==> config.mk <==
export PLATFORM = sky130hd
export DESIGN_NAME = cdt_calibrator
export DESIGN_NICKNAME = d
export VERILOG_FILES = /design/src/rtl/cdt_cal_pkg.sv /design/src/rtl/cdt_ctrl.sv /design/src/rtl/cdt_histogram.sv /design/src/rtl/cdt_table.sv /design/src/rtl/cdt_calibrator.sv
export SDC_FILE = /design/constraint.sdc
export NUM_CORES = 1
export LEC_CHECK = 0
export BUFFER_PORTS_ARGS = -buffer_cell sky130_fd_sc_hd__buf_2
export CAP_MARGIN = 5
export CORE_MARGIN = 2
export CORE_UTILIZATION = 45
export CTS_BUF_LIST = sky130_fd_sc_hd__clkbuf_4 sky130_fd_sc_hd__clkbuf_8 sky130_fd_sc_hd__clkbuf_16
export DETAILED_ROUTE_END_ITERATION = 8
export PLACE_DENSITY_LB_ADDON = 0.3
export REMOVE_ABC_BUFFERS = 1
export SKIP_CTS_REPAIR_TIMING = 1
export SLEW_MARGIN = 5
export SYNTH_ARGS = -nofsm -noshare
export SYNTH_HDL_FRONTEND = slang
export SYNTH_SLANG_ARGS = --single-unit
export TNS_END_PERCENT = 1
==> constraint.sdc <==
create_clock -name clk -period 11.45 [get_ports clk]
set_input_delay 1.145 -clock clk [delete_from_list [all_inputs] [get_ports clk]]
set_output_delay 1.145 -clock clk [all_outputs]
set_load 0.01 [all_outputs]
==> src/rtl/cdt_cal_pkg.sv <==
package cdt_cal_pkg;

    // Calibration phases
    typedef enum logic [2:0] {
        ST_IDLE,
        ST_ACCUM,
        ST_CONVERT,
        ST_INTEGRATE,
        ST_READY
    } cal_state_e;

    // Control bundle from the sequencer to the datapath
    typedef struct packed {
        logic clear;
        logic accumulate;
        logic convert;
        logic integrate;
        logic ready;
    } cal_ctrl_t;

    localparam int unsigned DEF_NUM_BINS   = 16;
    localparam int unsigned DEF_TOTAL_LOG2 = 8;
    localparam int unsigned DEF_HIST_W     = 8;
    localparam int unsigned DEF_PERIOD_PS  = 2400;
    localparam int unsigned DEF_DATA_W     = 12;

    // Scaled bin width: hits * period / 2^log2_total
    function automatic longint unsigned scaled_width(
        input longint unsigned hits,
        input longint unsigned period,
        input int unsigned     log2_total
    );
        return (hits * period) >> log2_total;
    endfunction

endpackage

==> src/rtl/cdt_ctrl.sv <==
module cdt_ctrl
    import cdt_cal_pkg::*;
#(
    parameter int unsigned NUM_BINS = DEF_NUM_BINS,
    localparam int unsigned IDX_W   = $clog2(NUM_BINS)
) (
    input  logic             clk,
    input  logic             rst,
    input  logic             start_cal,
    input  logic             hist_full,
    output cal_ctrl_t        ctrl,
    output logic [IDX_W-1:0] idx
);

    localparam logic [IDX_W-1:0] LAST_IDX = IDX_W'(NUM_BINS - 1);

    cal_state_e       state_q, state_d;
    logic [IDX_W-1:0] idx_q, idx_d;
    logic             can_start;

    assign can_start = start_cal && (state_q == ST_IDLE || state_q == ST_READY);

    always_comb begin
        state_d = state_q;
        idx_d   = idx_q;
        unique case (state_q)
            ST_IDLE, ST_READY: begin
                if (can_start) state_d = ST_ACCUM;
            end
            ST_ACCUM: begin
                if (hist_full) begin
                    state_d = ST_CONVERT;
                    idx_d   = '0;
                end
            end
            ST_CONVERT: begin
                if (idx_q == LAST_IDX) begin
                    state_d = ST_INTEGRATE;
                    idx_d   = '0;
                end else begin
                    idx_d = idx_q + 1'b1;
                end
            end
            ST_INTEGRATE: begin
                if (idx_q == LAST_IDX) begin
                    state_d = ST_READY;
                    idx_d   = '0;
                end else begin
                    idx_d = idx_q + 1'b1;
                end
            end
            default: state_d = ST_IDLE;
        endcase
    end

    always_ff @(posedge clk) begin
        if (rst) begin
            state_q <= ST_IDLE;
            idx_q   <= '0;
        end else begin
            state_q <= state_d;
            idx_q   <= idx_d;
        end
    end

    always_comb begin
        ctrl.clear      = can_start;
        ctrl.accumulate = (state_q == ST_ACCUM);
        ctrl.convert    = (state_q == ST_CONVERT);
        ctrl.integrate  = (state_q == ST_INTEGRATE);
        ctrl.ready      = (state_q == ST_READY);
    end
    assign idx = idx_q;

    AST_READY_AFTER_INTEGRATE: assert property (@(posedge clk) disable iff (rst)
        $rose(ctrl.ready) |-> $past(state_q) == ST_INTEGRATE);

    AST_NO_RESTART_MIDWAY: assert property (@(posedge clk) disable iff (rst)
        (state_q == ST_CONVERT) |=> (state_q == ST_CONVERT || state_q == ST_INTEGRATE));

endmodule

==> src/rtl/cdt_histogram.sv <==
module cdt_histogram
    import cdt_cal_pkg::*;
#(
    parameter int unsigned NUM_BINS   = DEF_NUM_BINS,
    parameter int unsigned HIST_W     = DEF_HIST_W,
    parameter int unsigned TOTAL_LOG2 = DEF_TOTAL_LOG2,
    localparam int unsigned CODE_W    = $clog2(NUM_BINS)
) (
    input  logic              clk,
    input  logic              rst,
    input  logic              clear,
    input  logic              acc_en,
    input  logic              code_valid,
    input  logic [CODE_W-1:0] code_in,
    input  logic [CODE_W-1:0] rd_idx,
    output logic [HIST_W-1:0] rd_count,
    output logic              full
);

    localparam int unsigned      TOT_W    = TOTAL_LOG2 + 1;
    localparam logic [TOT_W-1:0] TARGET   = TOT_W'(1) << TOTAL_LOG2;
    localparam logic [HIST_W-1:0] HIST_MAX = '1;

    logic [TOT_W-1:0]  total_q;
    logic [HIST_W-1:0] bin_q [NUM_BINS];
    logic              take;

    assign full = (total_q == TARGET);
    assign take = acc_en && code_valid && !full;

    always_ff @(posedge clk) begin
        if (rst || clear) total_q <= '0;
        else if (take)    total_q <= total_q + 1'b1;
    end

    for (genvar k = 0; k < NUM_BINS; k++) begin : g_bin
        always_ff @(posedge clk) begin
            if (rst || clear) begin
                bin_q[k] <= '0;
            end else if (take && code_in == CODE_W'(k) && bin_q[k] != HIST_MAX) begin
                bin_q[k] <= bin_q[k] + 1'b1;
            end
        end

        AST_BIN_SATURATES: assert property (@(posedge clk) disable iff (rst)
            (bin_q[k] == HIST_MAX && !clear) |=> bin_q[k] == HIST_MAX);
    end

    assign rd_count = bin_q[rd_idx];

    AST_NO_OVERFLOW: assert property (@(posedge clk) disable iff (rst)
        total_q <= TARGET);

    AST_IDLE_NO_COUNT: assert property (@(posedge clk) disable iff (rst)
        (!acc_en && !clear) |=> $stable(total_q));

endmodule

==> src/rtl/cdt_table.sv <==
module cdt_table
    import cdt_cal_pkg::*;
#(
    parameter int unsigned NUM_BINS   = DEF_NUM_BINS,
    parameter int unsigned HIST_W     = DEF_HIST_W,
    parameter int unsigned TOTAL_LOG2 = DEF_TOTAL_LOG2,
    parameter int unsigned PERIOD_PS  = DEF_PERIOD_PS,
    parameter int unsigned DATA_W     = DEF_DATA_W,
    localparam int unsigned CODE_W    = $clog2(NUM_BINS)
) (
    input  logic              clk,
    input  logic              rst,
    input  logic              conv_en,
    input  logic              integ_en,
    input  logic              ready,
    input  logic [CODE_W-1:0] idx,
    input  logic [HIST_W-1:0] rd_count,
    input  logic [CODE_W-1:0] lookup_code,
    output logic [DATA_W-1:0] lookup_ts
);

    localparam logic [DATA_W-1:0] PERIOD_V = DATA_W'(PERIOD_PS);

    logic [DATA_W-1:0] delay_q [NUM_BINS];
    logic [DATA_W-1:0] curve_q [NUM_BINS];
    logic [DATA_W-1:0] cum_q;
    logic [DATA_W-1:0] new_delay;
    logic [DATA_W-1:0] base;
    logic [DATA_W-1:0] cur_delay;
    logic [DATA_W-1:0] lookup_q;

    assign new_delay = DATA_W'(scaled_width(longint'(rd_count), longint'(PERIOD_PS), TOTAL_LOG2));
    assign base      = (idx == '0) ? '0 : cum_q;
    assign cur_delay = delay_q[idx];

    always_ff @(posedge clk) begin
        if (rst) begin
            for (int i = 0; i < NUM_BINS; i++) begin
                delay_q[i] <= '0;
                curve_q[i] <= '0;
            end
            cum_q <= '0;
        end else begin
            if (conv_en) begin
                delay_q[idx] <= new_delay;
            end
            if (integ_en) begin
                curve_q[idx] <= base + (cur_delay >> 1);
                cum_q        <= base + cur_delay;
            end
        end
    end

    always_ff @(posedge clk) begin
        if (rst)        lookup_q <= '0;
        else if (ready) lookup_q <= curve_q[lookup_code];
        else            lookup_q <= '0;
    end
    assign lookup_ts = lookup_q;

    AST_LOOKUP_QUIET: assert property (@(posedge clk) disable iff (rst)
        !ready |=> lookup_ts == '0);

    AST_SPAN_BOUND: assert property (@(posedge clk) disable iff (rst)
        cum_q <= PERIOD_V);

endmodule

==> src/rtl/cdt_calibrator.sv <==
module cdt_calibrator
    import cdt_cal_pkg::*;
#(
    parameter int unsigned NUM_BINS   = DEF_NUM_BINS,
    parameter int unsigned HIST_W     = DEF_HIST_W,
    parameter int unsigned TOTAL_LOG2 = DEF_TOTAL_LOG2,
    parameter int unsigned PERIOD_PS  = DEF_PERIOD_PS,
    parameter int unsigned DATA_W     = DEF_DATA_W,
    localparam int unsigned CODE_W    = $clog2(NUM_BINS)
) (
    input  logic              clk,
    input  logic              rst,
    input  logic              start_cal,
    input  logic              code_valid,
    input  logic [CODE_W-1:0] code_in,
    output logic              cal_done,
    input  logic [CODE_W-1:0] lookup_code,
    output logic [DATA_W-1:0] lookup_ts
);

    cal_ctrl_t         ctrl;
    logic [CODE_W-1:0] idx;
    logic [HIST_W-1:0] rd_count;
    logic              hist_full;

    cdt_ctrl #(.NUM_BINS(NUM_BINS)) u_ctrl (
        .clk       (clk),
        .rst       (rst),
        .start_cal (start_cal),
        .hist_full (hist_full),
        .ctrl      (ctrl),
        .idx       (idx)
    );

    cdt_histogram #(
        .NUM_BINS   (NUM_BINS),
        .HIST_W     (HIST_W),
        .TOTAL_LOG2 (TOTAL_LOG2)
    ) u_hist (
        .clk        (clk),
        .rst        (rst),
        .clear      (ctrl.clear),
        .acc_en     (ctrl.accumulate),
        .code_valid (code_valid),
        .code_in    (code_in),
        .rd_idx     (idx),
        .rd_count   (rd_count),
        .full       (hist_full)
    );

    cdt_table #(
        .NUM_BINS   (NUM_BINS),
        .HIST_W     (HIST_W),
        .TOTAL_LOG2 (TOTAL_LOG2),
        .PERIOD_PS  (PERIOD_PS),
        .DATA_W     (DATA_W)
    ) u_table (
        .clk         (clk),
        .rst         (rst),
        .conv_en     (ctrl.convert),
        .integ_en    (ctrl.integrate),
        .ready       (ctrl.ready),
        .idx         (idx),
        .rd_count    (rd_count),
        .lookup_code (lookup_code),
        .lookup_ts   (lookup_ts)
    );

    assign cal_done = ctrl.ready;

    AST_DONE_DROPS_ON_START: assert property (@(posedge clk) disable iff (rst)
        (ctrl.clear) |=> !cal_done);

endmodule

==> metrics.md, run 1 <==
| Metric | Value |
|---|---|
| Worst Max-Slew Pin Slew | `approximately 1.2 ns` |
| Post-synth EDFFs | `512` |
| Commonest cells post-synth | `533 x nor2_1, 512 x edfxtp_1, 159 x mux4_2` |
| Maxcap violations | `0` |
| # clock sinks | `about 560` |
| Fin. max-slew vios | `0` |
| Top FF cell, synth | `edfxtp_1` |
| Port bufs | `24` |
| Post-synthesis register bit count | `556` |
| Post-synth top area cell | `edfxtp_1` |
| Post-DP HPWL | `45010 um` |
| Worst hold path startpoint | `u_table.cum_q[6]` |
| Initial antenna violation count | `2` |
| Worst Path Arrival | `6.60 ns` |
| CTS buffer count | `57` |
| RR Endpoint | `u_table.delay_q[12][10]` |
| Mapped cell area | `between 20000 and 30000 um^2` |
| LEAKAGE | `10.69 nW` |
| Total power | `6.307 mW` |
| Hold Violations, Final | `0` |
| Final setup violation count | `0` |
| Fmax achieved | `159.7 MHz` |
| Max Root-Sink Buffers | `3` |
| Worst-Skew Late Latency | `0.63 ns` |
| Cell Pwr Density | `208.6 nW/um^2` |
| GRT Overall Usage | `21.58%` |
| CP Cell Sequence | `buf_4 > mux4_2 > mux4_2 > ha_1 > ha_1 > inv_1 > fa_1 > fa_1 > inv_1 > ha_1 > inv_1 > nor2_1 > o2111ai_1 > a21oi_1 > o22ai_2 > xor2_2 > nor2_1` |
| Number of remaining DRC errors | `0` |
| Die height | `between 200 and 300 um` |
| Nets | `2190` |
| Antenna diode count | `0` |
| Vias | `17230` |
| RSZ-0062 raised after global routing | `no` |
| Max incr delay on CP | `about 0.77 ns` |
| CTS tree | `done` |
| Post-Syn Area per Cell | `13.04 um^2` |
| Starting Density | `45.62%` |
| M2 GR Usage | `around 36%` |
| Top-area cell type share of the netlist area | `55.74%` |
| FF-to-FF setup slack | `5.19 ns` |
| Filler cells | `5168` |
| Setup CP Type | `flop to flop` |
| WP depth | `17` |
| Largest net degree at the start of global routing | `54` |
| Setup TNS | `0 ns` |
| WP data required | `between 10 and 15 ns` |
| Worst Hold Class | `flop to flop` |
| Critical Path Sink | `u_table.delay_q[12][10]` |
| Largest cells by area after synthesis | `edfxtp_1 56%, mux4_2 13%, nor2_1 7.3%, ha_1 3.6%, dfxtp_1 3.2%` |
| Die ar. | `63300 um^2` |
| Number of H-tree levels | `2` |
| Syn Inst Count | `2116` |
| Vias in the first global route | `16960` |
| Global-route wire length before repair | `103300 um` |
| TritonRoute pass-1 iters | `5` |
| Post-DP Area | `28330 um^2` |
| Setup crit start kind | `flop` |
| Top Ports | `25` |
| Distinct cells, synth | `67` |
| CP endpoint kind | `flop` |
| Total Wirelength | `67800 um` |
| Crit path max-delay family | `adder cells` |
| Grt met1 use | `about 30%` |
| Routed len/inst | `roughly 23 um` |
| Row Count | `90` |
| Gr busiest metal | `met2` |
| Routability cong. | `slightly below 0.9` |
| Crit path buf inv count | `4` |
| Clock Skew | `approximately 0.017 ns` |
| Final Critical Period | `6.263 ns` |
| Rel. slew slack | `18.21%` |
| Syn-to-layout area delta | `9.593%` |
| GR Overflow Total | `0` |
| CTS clock-pin slew for the worst setup and hold paths | `0.06 ns` |
| Period utilization | `54.70%` |
| DRT iter0 DRCs | `1711` |
| Worst Path Max Fanout | `32` |
| Status | `finished clean` |
| Syn. warnings | `0` |
| Sequential area share after synthesis | `58.93%` |
| Count leader, synth | `nor2_1` |
| Peak VDD IR | `0.1752 mV` |
| GR Util met3 | `about 2.7%` |
| Placed insts | `2813` |
| Share of cells above drive strength 1 | `16.22%` |
| R2r worst-path depth | `17` |
| Antenna Nets Post-Route | `0` |
| Core Area | `approximately 60000 um^2` |
| Crit-path slowest cell | `xor2_2` |
| DR vias/cell | `around 5.9` |
| Root buffer cell | `clkbuf_16` |
| Ys async rst share | `0%` |
| Die Wd | `251.6 um` |
| Final Instance Area | `approximately 30000 um^2` |
| Non-filler cells, final | `2921` |
-- worst register-to-register path, cell delays in order (launching register included) --
cell and delay (ns):
dfxtp_4 0.65, buf_4 0.58, mux4_2 0.60, mux4_2 0.56, ha_1 0.31, ha_1 0.28, inv_1 0.05, fa_1 0.50
fa_1 0.52, inv_1 0.04, ha_1 0.31, inv_1 0.07, nor2_1 0.15, o2111ai_1 0.16, a21oi_1 0.21, o22ai_2 0.10
xor2_2 0.77, nor2_1 0.12
-- worst min path at each step --
stage / slack, ns / cells past startpoint / endpoint
after floorplan: 0.42 / 2 / u_table.cum_q[3]
after global placement: 0.44 / 2 / u_table.cum_q[5]
after detailed placement: 0.44 / 2 / u_table.cum_q[6]
after CTS: 0.45 / 2 / u_table.cum_q[6]
after global routing: 0.48 / 2 / u_table.cum_q[5]
final: 0.45 / 2 / u_table.cum_q[6]
-- cells by family (layout without fill, tap and decap cells) --
logic type | count (synthesis) | count (layout) | share of synthesized area (%)
buffers and inverters | 185 | 208 | 2.681
adders and majority gates | 88 | 88 | 4.237
DFF | 556 | 556 | 58.93
and+or+nand+nor | 865 | 865 | 13.51
xor gates and xnor gates | 130 | 130 | 4.277
muxes | 162 | 162 | 13.09
AOI/OAI and AO/OA | 130 | 130 | 3.275
-- metal layers --
layer	up-vias	share of wire, %
met4	2	2.6
met3	119	7.1
met1	8830	42
li1	7655	-
met5	-	0.019
met2	620	48
-- layout make-up --
class | instances | area (um^2) | area share (%)
timing repair buffer | 49 | 310.3 | 1.026
clock inverter | 35 | 266.5 | 0.8816
clock buffer | 73 | 1630 | 5.393
multi-input combinational | 1375 | 10590 | 35.03
inverter | 51 | 191.4 | 0.6333
tap | 782 | 978.4 | 3.237
sequential | 556 | 16260 | 53.80
-- power breakdown --
part	internal (mW)	switching [mW]	total [mW]
clock network	1.07	0.807	1.88
registers	2.38	0.156	2.54
logic	0.623	1.27	1.89
total	4.08	2.23	6.31
-- registers in the layout, summed over array words and instances, names as in the netlist, named ones only --
signal and count:
u_table.cum_q 12, u_ctrl.idx 4, u_ctrl.state_q 3, u_table.lookup_ts 12
u_table.curve_q 192, u_hist.bin_q 128, u_table.delay_q 192, u_hist.total_q 9
-- layout by cell type (no fill, tap or decap), types with 15 or more instances in the layout --
master     count
dfxtp_1       41
o21ai_0       28
nand2_1      105
nor2_1       533
buf_2         23
and2_1        15
inv_1         51
edfxtp_1     512
xor2_1        86
buf_4         26
nand3_1       85
xnor2_1       40
and3_1        26
nor2_2        20
mux4_2       159
ha_1          79
clkbuf_16     60
nor2b_1       15
a21oi_1       33
-- metrics by stage --
step                      hold WS, ns  worst slack [ns]  util [%]
after CTS                      0.4476             5.111     49.99
final                          0.4466             5.187     49.99
after global placement         0.4361             5.226     46.86
after global routing           0.4800             4.700     49.99
after floorplan                0.4212             3.271         -
after detailed placement       0.4387             5.132     46.86
Note: power is estimated with default switching activity, not from simulation.
==> inputs of run 2 (changes only) <==
==> constraint.sdc (replaced) <==
create_clock -name clk -period 5.9 [get_ports clk]
set_input_delay 0.59 -clock clk [delete_from_list [all_inputs] [get_ports clk]]
set_output_delay 0.59 -clock clk [all_outputs]
set_load 0.01 [all_outputs]
==> run 2 against run 1 <==
Sequential share of layout area down 0.073 points. Combinational power is 97% higher. Worst setup slack lost 4.8 ns. Power rose by 94%. Via count is 0.16% lower.
==> metrics.md, run 2 (synthesis results as in run 1) <==
| Metric | Value |
|---|---|
| Total Wirelength | `67780 um (about the same)` |
| GR Overflow Total | `0 (unchanged)` |
| DRT iter0 DRCs | `1633 (-4.6%)` |
| Post-DP HPWL | `44770 um (-0.53%)` |
| Top Ports | `25 (unchanged)` |
| Routed len/inst | `23.13 um (-0.36%)` |
| Routability cong. | `0.9154 (+2.3%)` |
| Most frequent cells in the layout | `533 x nor2_1, 512 x edfxtp_1, 159 x mux4_2` |
| Worst Max-Slew Pin Slew | `1.217 ns (+0.003476 ns)` |
| Vias in the first global route | `17140 (+1.0%)` |
| DR vias/cell | `5.868 (-0.50%)` |
| Maxcap violations | `0 (unchanged)` |
| Hold Violations, Final | `0 (unchanged)` |
| Worst hold margin | `0.4289 ns (-0.01776 ns)` |
| TritonRoute pass-1 iters | `5 (unchanged)` |
| Row Count | `90 (unchanged)` |
| Die ar. | `63300 um^2 (unchanged)` |
| Commonest non-fill, non-tap cell in the layout | `nor2_1` |
| Period utilization | `93.99% (+39 points)` |
| RSZ-0062 raised after global routing | `no` |
| Fin. max-slew vios | `0 (unchanged)` |
| Starting Density | `45.62% (unchanged)` |
| Vias | `17200 (-0.16%)` |
| CP endpoint kind | `flop` |
| Fin util | `50.06% (+0.068 points)` |
| Worst Path Arrival | `5.89 ns (-0.71 ns)` |
| Worst Path Max Fanout | `22 (-31%)` |
| Port bufs | `24 (unchanged)` |
| Fmax achieved | `180.3 MHz (+13%)` |
| CTS tree | `done` |
| Number of H-tree levels | `2 (unchanged)` |
| Largest registers | `u_table.curve_q x192, u_table.delay_q x192, u_hist.bin_q x128` |
| Global-route wire length before repair | `104700 um (+1.4%)` |
| Antenna diode count | `0 (unchanged)` |
| Die Wd | `251.6 um (unchanged)` |
| Number of remaining DRC errors | `0 (unchanged)` |
| Rel. slew slack | `17.98% (-0.23 points)` |
| GRT Overall Usage | `21.77% (+0.19 points)` |
| # clock sinks | `556 (unchanged)` |
| Root buffer cell | `clkbuf_16` |
| Core Area | `60470 um^2 (unchanged)` |
| Die height | `251.6 um (unchanged)` |
| Initial antenna violation count | `0 (-2)` |
| Max Root-Sink Buffers | `3 (unchanged)` |
| CTS buffer count | `58 (+1.8%)` |
| Peak VDD IR | `0.3785 mV (+120%)` |
| Syn-to-layout area delta | `9.743%` |
| Setup crit start kind | `flop` |
| Cell Pwr Density | `403.7 nW/um^2 (+94%)` |
| LEAKAGE | `10.71 nW (+0.21%)` |
| Nets | `2201 (+0.50%)` |
| Clock Skew | `0.02589 ns (+0.009016 ns)` |
| WP data required | `6.25 ns (-5.53 ns)` |
| Share of cells above drive strength 1 | `16.52% (+0.30 points)` |
| Setup CP Type | `flop to flop` |
| CTS clock-pin slew for the worst setup and hold paths | `0.07 ns (about the same)` |
| Worst-Skew Late Latency | `0.62 ns (about the same)` |
| Antenna Nets Post-Route | `0 (unchanged)` |
| Status | `finished clean` |
| Final Critical Period | `5.545 ns (-0.7181 ns)` |
| Final setup violation count | `0 (unchanged)` |
| Worst Hold Class | `input port to flop` |
| Largest net degree at the start of global routing | `49 (-9.3%)` |
run 2: cell types whose count changed in the layout (fill, tap and decap cells not counted), sizes merged:
cell | previous run | this run
clkbuf | 73 | 69
bufinv | 3 | 4
clkinvlp | 1 | 2
buf | 49 | 59
clkinv | 29 | 31
run 2: power by group:
group	switching (mW)	internal, mW
Clock	1.55	2.03
Combinational	2.48	1.25
Sequential	0.288	4.62
run 2: worst max-delay path: stages (launching register included):
cell	delay [ns]
dfxtp_4	0.59
buf_4	0.29
mux4_2	0.54
mux4_2	0.54
ha_1	0.30
ha_1	0.31
fa_1	0.48
ha_1	0.41
a21oi_1	0.26
o21bai_1	0.14
a2111o_1	0.46
a31o_1	0.24
a21oi_1	0.18
xor2_1	0.21
buf_4	0.24
nor2_1	0.07
run 2: routing by layer:
metal	part of all wire, %	global-route usage [%]	vias to the layer above
met5	0	0	-
met4	1.9	5.221	0
met3	6.9	3.167	95
met2	49	35.62	609
met1	42	30.90	8820
li1	-	-	7675
run 2: cell type report:
type,instances,area (um^2)
fill,5150,30200
sequential,556,16260
multi-input combinational,1375,10590
clock buffer,69,1534
tap,782,978.4
timing repair buffer,59,397.9
clock inverter,39,316.6
inverter,51,191.4
run 2: worst paths after layout:
path | slack [ns] | cells past startpoint | startpoint | endpoint
worst max-delay path | 0.35 | 15 | flop | u_table.delay_q[2][9]
worst min-delay path | 0.43 | 2 | rst | u_table.cum_q[7]
worst max register to register | 0.35 | 15 | flop | u_table.delay_q[2][9]
worst min register to register | 0.45 | 2 | u_table.cum_q[5] | u_table.cum_q[5]
run 2: per-stage QoR:
step	power [mW]	area, um^2	TNS (ns)	instances	setup WS (ns)
detailed placement	8.683	28420	0	2823	0.3700
CTS	12.26	30270	0	2931	0.3491
global placement	8.601	28420	0	2823	0.5412
global route	12.74	30270	0	2931	0.03207
finish	12.22	30270	0	2931	0.3546
floorplan	7.216	27040	-384.52	1982	-2.279
==> inputs of run 3 (changes only) <==
--- a/config.mk
+++ b/config.mk
@@ -11,11 +11,13 @@
 export CORE_UTILIZATION = 45
 export CTS_BUF_LIST = sky130_fd_sc_hd__clkbuf_4 sky130_fd_sc_hd__clkbuf_8 sky130_fd_sc_hd__clkbuf_16
 export DETAILED_ROUTE_END_ITERATION = 8
+export MAX_ROUTING_LAYER = met4
 export PLACE_DENSITY_LB_ADDON = 0.3
 export REMOVE_ABC_BUFFERS = 1
 export SKIP_CTS_REPAIR_TIMING = 1
 export SLEW_MARGIN = 5
 export SYNTH_ARGS = -nofsm -noshare
 export SYNTH_HDL_FRONTEND = slang
+export SYNTH_HIERARCHICAL = 1
 export SYNTH_SLANG_ARGS = --single-unit
 export TNS_END_PERCENT = 1
==> run 3 against run 2 <==
Sequential power shrank 7.9%. Critical path type unchanged. Critical path depth grew 3. Critical endpoint is now u_table/delay_q[15][10]. Largest cell class unchanged. Highest routed layer unchanged. Largest power group unchanged. Clock skew shrank 0.00055 ns. Non-clock buffer count grew 2.
==> metrics.md, run 3 <==
| Metric | Value |
|---|---|
| Row Count | `91 (+1.1%)` |
| WP data required | `6.24 ns (about the same)` |
| CTS buffer count | `58 (unchanged)` |
| Nets | `2245 (+2.0%)` |
| Hold Violations, Final | `0 (unchanged)` |
| Routability cong. | `0.8516 (-7.0%)` |
| Post-Syn Area per Cell | `12.90 um^2 (-1.1%)` |
| Port bufs | `24 (unchanged)` |
| Worst-Skew Late Latency | `0.64 ns (+0.02 ns)` |
| Setup CP Type | `flop to flop` |
| Post-synth top area cell | `edfxtp_1` |
| Post-Synth Adder-Cell Area | `4.052% (-0.18 points)` |
| Setup crit start kind | `flop` |
| Starting Density | `45.40% (-0.22 points)` |
| Largest family of logic cells by synthesized area | `simple AND/OR/NAND/NOR gates` |
| Syn. warnings | `6 (+6)` |
| Clock power share | `39.7% (+10 points)` |
| Fmax achieved | `189.7 MHz (+5.2%)` |
| Syn Inst Count | `2164 (+2.3%)` |
| NetSw | `2.141 mW (-50%)` |
| Top Ports | `25 (unchanged)` |
| Cell Pwr Density | `288.5 nW/um^2 (-29%)` |
| Mapped cell area | `27910 um^2 (+1.2%)` |
| CTS tree | `done` |
| Post-synth EDFFs | `512 (unchanged)` |
| Maxcap violations | `0 (unchanged)` |
| Filler cells | `5298 (+2.9%)` |
| DRT iter0 DRCs | `1562 (-4.3%)` |
| Die ar. | `64040 um^2 (+1.2%)` |
| LEAKAGE | `10.52 nW (-1.8%)` |
| Synth Area in Simple Gates | `14.79% (+1.3 points)` |
| Count leader, synth | `nor2_1` |
| Distinct cells, synth | `71 (+6.0%)` |
| Post-synthesis mux area share | `12.48% (-0.61 points)` |
| DR vias/cell | `5.846 (-0.38%)` |
| Worst Path Max Fanout | `33 (+50%)` |
| Number of remaining DRC errors | `0 (unchanged)` |
| Largest cells by area after synthesis | `edfxtp_1 55%, mux4_2 12%, nor2_1 7.1%, ha_1 3.4%, dfxtp_1 2.9%` |
| Core Area | `61480 um^2 (+1.7%)` |
| Largest registers | `u_table/curve_q x192, u_table/delay_q x192, u_hist/bin_q x128` |
| Rel. slew slack | `13.14% (-4.8 points)` |
| RSZ-0062 raised after global routing | `no` |
| Most frequent CP cell | `a21oi_1` |
| Worst hold margin | `0.3851 ns (-0.04377 ns)` |
| Compound-Gate Fraction of Synth Area | `3.850% (+0.58 points)` |
| Die Wd | `253.1 um (+0.58%)` |
| Global-route wire length before repair | `102600 um (-2.0%)` |
| Sequential area share after synthesis | `57.95% (-0.98 points)` |
| Final setup violation count | `0 (unchanged)` |
| Initial antenna violation count | `3 (+3)` |
| Vias in the first global route | `17370 (+1.4%)` |
| Most frequent cells in the layout | `531 x nor2_1, 512 x edfxtp_1, 152 x mux4_2` |
| Worst Max-Slew Pin Slew | `1.292 ns (+0.07443 ns)` |
| Total Wirelength | `66910 um (-1.3%)` |
| Peak VDD IR | `0.2677 mV (-29%)` |
| Fin. max-slew vios | `0 (unchanged)` |
| Syn-to-layout area delta | `9.256%` |
| Post-DP HPWL | `44070 um (-1.6%)` |
| Fin util | `49.60% (-0.46 points)` |
| TritonRoute pass-1 iters | `5 (unchanged)` |
| Ys async rst share | `0% (unchanged)` |
| Worst Hold Class | `input port to flop` |
| Worst Path Arrival | `5.62 ns (-0.27 ns)` |
| Clock Skew | `0.02534 ns (-0.0005492 ns)` |
| Status | `finished clean` |
| Largest net degree at the start of global routing | `64 (+31%)` |
| GR Overflow Total | `0 (unchanged)` |
| Total power | `8.799 mW (-28%)` |
| Root buffer cell | `clkbuf_16` |
| Top-area cell type share of the netlist area | `55.08% (-0.66 points)` |
| Commonest non-fill, non-tap cell in the layout | `nor2_1` |
| GRT Overall Usage | `21.73% (-0.042 points)` |
| Vias | `17450 (+1.5%)` |
| Int Power | `6.658 mW (-16%)` |
| Max incr delay on CP | `0.72 ns (+0.13 ns)` |
| Top FF cell, synth | `edfxtp_1` |
| Antenna Nets Post-Route | `0 (unchanged)` |
| Die height | `253.1 um (+0.58%)` |
| Routed len/inst | `22.42 um (-3.1%)` |
| Max Root-Sink Buffers | `3 (unchanged)` |
| Net Sw Frac | `24.33% (-11 points)` |
| Crit-path slowest cell | `dfxtp_4` |
| Final Critical Period | `5.271 ns (-0.2747 ns)` |
| Post-synthesis register bit count | `552 (-0.72%)` |
| # clock sinks | `552 (-0.72%)` |
| Footprint of the multi-input gates | `10940 um^2 (+3.3%)` |
| Period utilization | `89.33% (-4.7 points)` |
| Number of H-tree levels | `2 (unchanged)` |
| Share of cells above drive strength 1 | `15.96% (-0.56 points)` |
| CTS clock-pin slew for the worst setup and hold paths | `0.06 ns (about the same)` |
| XOR/XNOR Fraction of Synth Area | `3.985% (-0.29 points)` |
| Gate power share | `8.9% (-22 points)` |
| Commonest cells post-synth | `531 x nor2_1, 512 x edfxtp_1, 152 x mux4_2` |
| CP endpoint kind | `flop` |
| Register area | `16180 um^2 (-0.50%)` |
| Reg power frac | `51.4% (+11 points)` |
| CP Cell Sequence | `mux4_2 > a22oi_1 > nand2_1 > ha_1 > ha_1 > inv_1 > fa_1 > fa_1 > inv_1 > ha_1 > a21oi_1 > a21oi_1 > a21oi_1 > nand2_1 > a21oi_1 > xor2_1 > buf_4 > nor2_1` |
run 3: final cells by class:
| class | count | area share, % |
|---|---|---|
| sequential | 552 | 53.06 |
| multi-input combinational | 1434 | 35.86 |
| clock buffer | 74 | 5.153 |
| tap | 790 | 3.241 |
| timing repair buffer | 61 | 1.354 |
| clock inverter | 31 | 0.8041 |
| inverter | 41 | 0.5046 |
| antenna | 2 | 0.01641 |
run 3: cell families after synthesis:
logic type | after synthesis
and+or+nand+nor | 911
DFF | 552
buffers and inverters | 178
muxes | 158
AOI/OAI and AO/OA | 153
xor gates and xnor gates | 127
adders and majority gates | 85
run 3: power groups by stage:
stage | registers (mW) | clock network (mW) | logic, mW
floorplan | 4.56 | 0 | 0.474
finish | 4.52 | 3.50 | 0.779
global route | 4.54 | 3.69 | 0.840
detailed placement | 4.60 | 0 | 0.777
global placement | 4.60 | 0 | 0.762
CTS | 4.52 | 3.56 | 0.782
run 3: routing by layer:
layer | vias to the layer above | share of wire (%) | global-route usage [%]
li1 | 7882 | - | -
met1 | 8730 | 40 | 27.94
met2 | 720 | 50 | 35.59
met3 | 117 | 7.1 | 3.269
met4 | 0 | 2.8 | 7.033
met5 | - | 0 | -
run 3: worst max-delay path, delay by kind of cell, from the launching register on:
kind	cells	cell delay (ns)
adder cells (fa/ha/maj)	5	1.79
AO/OA/AOI/OAI	5	1.00
flip-flops	1	0.72
multiplexers	1	0.58
AND/OR/NAND/NOR	3	0.35
buffers and inverters	3	0.35
XOR/XNOR	1	0.17
run 3: path summary, 6_finish.rpt:
| path | start | to | slack (ns) | depth (start not counted) |
|---|---|---|---|---|
| min reg2reg | u_table/cum_q[8] | u_table/cum_q[8] | 0.46 | 2 |
| min | start_cal | u_ctrl/state_q[2] | 0.39 | 4 |
| max | u_ctrl/idx[0] | u_table/delay_q[15][10] | 0.63 | 18 |
| max reg2reg | u_ctrl/idx[0] | u_table/delay_q[15][10] | 0.63 | 18 |
run 3: stage by stage:
stage	cells	setup TNS, ns	cell area (um^2)	setup WS, ns
after detailed placement	2878	0	28680	0.6521
after CTS	2983	0	30490	0.6472
after global placement	2878	0	28680	0.8043
after floorplan	2027	-355.46	27260	-1.921
after global routing	2985	0	30500	0.3276
final	2985	0	30500	0.6293
